==> src/rtl/hz_pkg.sv <==
package hz_pkg;
    localparam int OP_W  = 4;
    localparam int REG_W = 4;

    typedef enum logic [OP_W-1:0] {
        OP_NOP   = 4'h1,
        OP_STORE = 4'h4,
        OP_LOAD  = 4'h5,
        OP_JUMP  = 4'h7,
        OP_RET   = 4'h9,
        OP_PUSH  = 4'hA,
        OP_POP   = 4'hB
    } op_e;

    localparam logic [REG_W-1:0] REG_NONE = 4'hF;

    function automatic logic is_loader(input logic [OP_W-1:0] op);
        return (op == OP_LOAD) || (op == OP_POP);
    endfunction

    function automatic logic is_storer(input logic [OP_W-1:0] op);
        return (op == OP_STORE) || (op == OP_PUSH);
    endfunction
endpackage

==> src/rtl/hz_loaduse.sv <==
module hz_loaduse
    import hz_pkg::*;
(
    input  logic [OP_W-1:0]  dec_op,
    input  logic [REG_W-1:0] dec_src_a,
    input  logic [REG_W-1:0] dec_src_b,
    input  logic [OP_W-1:0]  exe_op,
    input  logic [REG_W-1:0] exe_dst_m,
    output logic             hazard
);
    logic dst_real, hit_a, hit_b, a_is_late;

    always_comb begin
        dst_real  = is_loader(exe_op) && (exe_dst_m != REG_NONE);
        hit_a     = dst_real && (exe_dst_m == dec_src_a);
        hit_b     = dst_real && (exe_dst_m == dec_src_b);
        // a store or push reads source A only in the memory stage
        a_is_late = is_storer(dec_op);
        hazard    = hit_b || (hit_a && !a_is_late);
    end
endmodule

==> src/rtl/hz_fwd.sv <==
module hz_fwd
    import hz_pkg::*;
#(
    parameter int DATA_W = 64
) (
    input  logic [OP_W-1:0]   exe_op,
    input  logic [REG_W-1:0]  exe_src_a,
    input  logic [DATA_W-1:0] exe_store_data,
    input  logic [REG_W-1:0]  mem_dst_m,
    input  logic [DATA_W-1:0] mem_rd_data,
    output logic [DATA_W-1:0] fwd_data
);
    logic take_mem;

    always_comb begin
        take_mem = is_storer(exe_op) && (mem_dst_m != REG_NONE)
                   && (mem_dst_m == exe_src_a);
        fwd_data = take_mem ? mem_rd_data : exe_store_data;
    end
endmodule

==> src/rtl/hz_arbiter.sv <==
module hz_arbiter
    import hz_pkg::*;
(
    input  logic [OP_W-1:0] dec_op,
    input  logic [OP_W-1:0] exe_op,
    input  logic [OP_W-1:0] mem_op,
    input  logic            lu,
    input  logic            mispredict,
    output logic            f_stall,
    output logic            d_stall,
    output logic            d_bubble,
    output logic            e_bubble
);
    logic ret_live;

    always_comb begin
        ret_live = (dec_op == OP_RET) || (exe_op == OP_RET) || (mem_op == OP_RET);
        f_stall  = lu || ret_live;
        d_stall  = lu;
        d_bubble = mispredict || (ret_live && !lu);
        e_bubble = mispredict || lu;
    end
endmodule

==> src/rtl/pipe_hazard_fwd.sv <==
module pipe_hazard_fwd
    import hz_pkg::*;
#(
    parameter int DATA_W = 64
) (
    input  logic [3:0]        dec_op,
    input  logic [3:0]        dec_src_a,
    input  logic [3:0]        dec_src_b,
    input  logic [3:0]        exe_op,
    input  logic [3:0]        exe_dst_m,
    input  logic [3:0]        exe_src_a,
    input  logic [DATA_W-1:0] exe_store_data,
    input  logic [3:0]        mem_op,
    input  logic [3:0]        mem_dst_m,
    input  logic [DATA_W-1:0] mem_rd_data,
    input  logic              mispredict,
    output logic              lu_stall,
    output logic              f_stall,
    output logic              d_stall,
    output logic              d_bubble,
    output logic              e_bubble,
    output logic [DATA_W-1:0] fwd_data
);
    logic lu_int;

    hz_loaduse u_lu (
        .dec_op    (dec_op),
        .dec_src_a (dec_src_a),
        .dec_src_b (dec_src_b),
        .exe_op    (exe_op),
        .exe_dst_m (exe_dst_m),
        .hazard    (lu_int)
    );

    hz_fwd #(.DATA_W(DATA_W)) u_fwd (
        .exe_op         (exe_op),
        .exe_src_a      (exe_src_a),
        .exe_store_data (exe_store_data),
        .mem_dst_m      (mem_dst_m),
        .mem_rd_data    (mem_rd_data),
        .fwd_data       (fwd_data)
    );

    hz_arbiter u_arb (
        .dec_op     (dec_op),
        .exe_op     (exe_op),
        .mem_op     (mem_op),
        .lu         (lu_int),
        .mispredict (mispredict),
        .f_stall    (f_stall),
        .d_stall    (d_stall),
        .d_bubble   (d_bubble),
        .e_bubble   (e_bubble)
    );

    assign lu_stall = lu_int;
endmodule

==> config.mk <==
export PLATFORM = sky130hd
export DESIGN_NAME = pipe_hazard_fwd
export DESIGN_NICKNAME = d
export VERILOG_FILES = /design/src/rtl/hz_pkg.sv /design/src/rtl/hz_loaduse.sv /design/src/rtl/hz_fwd.sv /design/src/rtl/hz_arbiter.sv /design/src/rtl/pipe_hazard_fwd.sv
export SDC_FILE = /design/constraint.sdc
export NUM_CORES = 1
export LEC_CHECK = 0
export BUFFER_PORTS_ARGS = -buffer_cell sky130_fd_sc_hd__buf_4
export CAP_MARGIN = 15
export CORE_AREA = 5 5 86 88
export DETAILED_ROUTE_END_ITERATION = 6
export DIE_AREA = 0 0 91 93
export GPL_TIMING_DRIVEN = 1
export SYNTH_ARGS = -nofsm -noshare
export SYNTH_HDL_FRONTEND = slang
export SYNTH_HIERARCHICAL = 1
export SYNTH_SLANG_ARGS = --single-unit
==> constraint.sdc <==
create_clock -name vclk -period 2.5
set_clock_uncertainty 0.15 [all_clocks]
set_input_delay 0.25 -clock vclk [all_inputs]
set_output_delay 0.25 -clock vclk [all_outputs]
set_load 0.02 [all_outputs]
==> metrics.txt <==
DIE WIDTH 91 um; Area Overhead vs Synth 127%; Final Cell Area 3130 sq um; Logic pwr share 100.0%; layout cells sized above 1 89.6%; WL per Instance 16.0 um; Worst Setup SP mem_dst_m[2]; Starting Density 20.9%; vias in the first global route 1875; first-pass GRT wire length 9.52 mm; syn nets 271; buffers added on ports 230; Worst path max stage delay 360 ps; Netlist cell types 25; NetSw 186 uW; Synth Area per Inst 12.5 sq um; Reg area 0 sq um; final worst path period share 88.7%; CP delay by family, top simple AND/OR/NAND/NOR gates; Seq/Total Area, Yosys 0%; height of the die 93 um; minimum clock period 2220 ps; Startpoint Class input pin; I/O pins 230; die area 8460 sq um; P_int 327 uW; CP Capture Point fwd_data[63]; aggregate global-route resource usage 13.5%; Final setup viols 0; Core ar. 6570 sq um; Crit Path Category in -> out; Worst VDD drop 91.3 uV; Final Non-Filler Cells 415; Crit-path slowest cell mux2_2; RSZ-0062 raised after global routing no; Placed Instances 415; Seq pwr share 0%; Post-CTS Repair Setup Buffers 0; total power 513 uW; worst hold start mispredict; first-pass iteration count of the detailed router 4; Final HPWL DP 6.08 mm; crit-path most repeated cell buf_4; Yosys Warn Count 6; WP data required 2100 ps; area of the multi-input gates 1240 sq um; Crit. End Element output pin; crit path buf inv count 3; WP depth 7; Nets 498; max-cap violations 0; Max Freq 451 MHz; Clk pwr share 0%; Routed Wire Length 6.65 mm; Fin Setup TNS 0 ps; initial drt markers 12; crit-path cells buf_4, xor2_1, nor4_1, and3_4, buf_12, mux2_2, buf_4; synthesized area 1380 sq um; final slew viol count 0; initial antenna violation count 0; hold violation count in the final report 0; min-delay worst type in -> out; leakage power 0.00165 uW; clk_buf instances 0; number of sequential cells 0; Post-route DRC 0; # diodes 0; Hold-fix buffers, CTS 0; fillers 638; Util after Layout 47.6%; RePlAce Congestion 0.784; post-cts resize count 0; cell count after synthesis 110; via count 1774; placed inst area 3130 sq um; # rows 30; sw frac 36.2%; largest net degree at the start of global routing 28; status finished, final reports clean; Via density 4.27; global route overflow 0; CP Max Fanout 27; Worst Tran Pin Value 301 ps; antenna viol nets, final 0; PD cells 164 nW/um^2; Worst EP arrival 1820 ps; Slew HR 79.9%
## logic make-up (layout without fill, tap and decap cells)
logic type      after synthesis  count (layout)  synth area share, %
buf+inv                       9             234                 10.4
mux                          64              64                 68.8
xor+xnor                     12              12                 7.64
compound gates                7               7                 3.64
simple gates                 18              18                 9.55
## area by class of cell
cell class         count  area share (%)
repair buffers       233            57.1
inverters              1           0.120
multi-input cells    101            39.6
well taps             80            3.20
## worst min path at each step
| stage | slack, ps | end | depth (start not counted) |
|---|---|---|---|
| finish | 660 | e_bubble | 3 |
| global route | 670 | e_bubble | 3 |
| CTS | 660 | e_bubble | 3 |
| detailed placement | 650 | e_bubble | 3 |
| global placement | 660 | e_bubble | 3 |
| floorplan | 490 | e_bubble | 1 |
## synthesized netlist by cell type
cell type / count / share of area, %
mux2_4: 60 / 66
xor2_1: 8 / 5.1
buf_12: 6 / 8.7
mux2_2: 4 / 3.3
xnor2_1: 4 / 2.5
nand4bb_1: 3 / 2.5
a21oi_1: 2 / 0.73
nand2b_1: 2 / 0.91
nand3b_1: 2 / 1.1
nand4_1: 2 / 0.91
nor4_1: 2 / 0.91
o21ai_1: 2 / 0.73
a41oi_1: 1 / 0.64
a41oi_2: 1 / 1.2
and3_1: 1 / 0.46
and3b_1: 1 / 0.64
buf_4: 1 / 0.55
buf_6: 1 / 0.82
inv_1: 1 / 0.27
nand3_1: 1 / 0.36
nand4b_1: 1 / 0.64
nor2_1: 1 / 0.27
nor2b_1: 1 / 0.46
o21ai_0: 1 / 0.36
or2_2: 1 / 0.46
## stage by stage
stage,hold slack (ps),worst slack (ps)
3_3_place_gp,656,272
4_1_cts,657,264
3_5_place_dp,653,266
2_1_floorplan,490,614
5_1_grt,670,140
6_report,655,283
## cells in the final DEF, fill, tap and decap left out, drive strengths merged
cell type / count
xor2: 8
or2: 1
nand4b: 1
nand3: 1
a41oi: 2
buf: 233
nor4: 2
a21oi: 2
mux2: 64
xnor2: 4
and3: 1
o21ai: 3
inv: 1
nand4bb: 3
nand4: 2
nor2: 1
nand3b: 2
nand2b: 2
nor2b: 1
and3b: 1
## tightest hold or removal path: cells and delay by family
family        cells  cell delay (ps)
buf+inv           2              220
simple gates      1               90
## routing by layer
layer	GRT usage, %	wire [um]	up-vias
met2	26.8	3660	110
met4	1.10	63	0
met5	0	0	-
met1	14.4	2240	792
li1	-	-	868
met3	3.86	685	4
## power groups by stage
stage	Combinational [uW]	Clock, uW	Sequential, uW
after global routing	545	0	0
after detailed placement	519	0	0
final	513	0	0
after CTS	520	0	0
after global placement	511	0	0
after floorplan	211	0	0
Note: power is estimated with default switching activity, not from simulation.
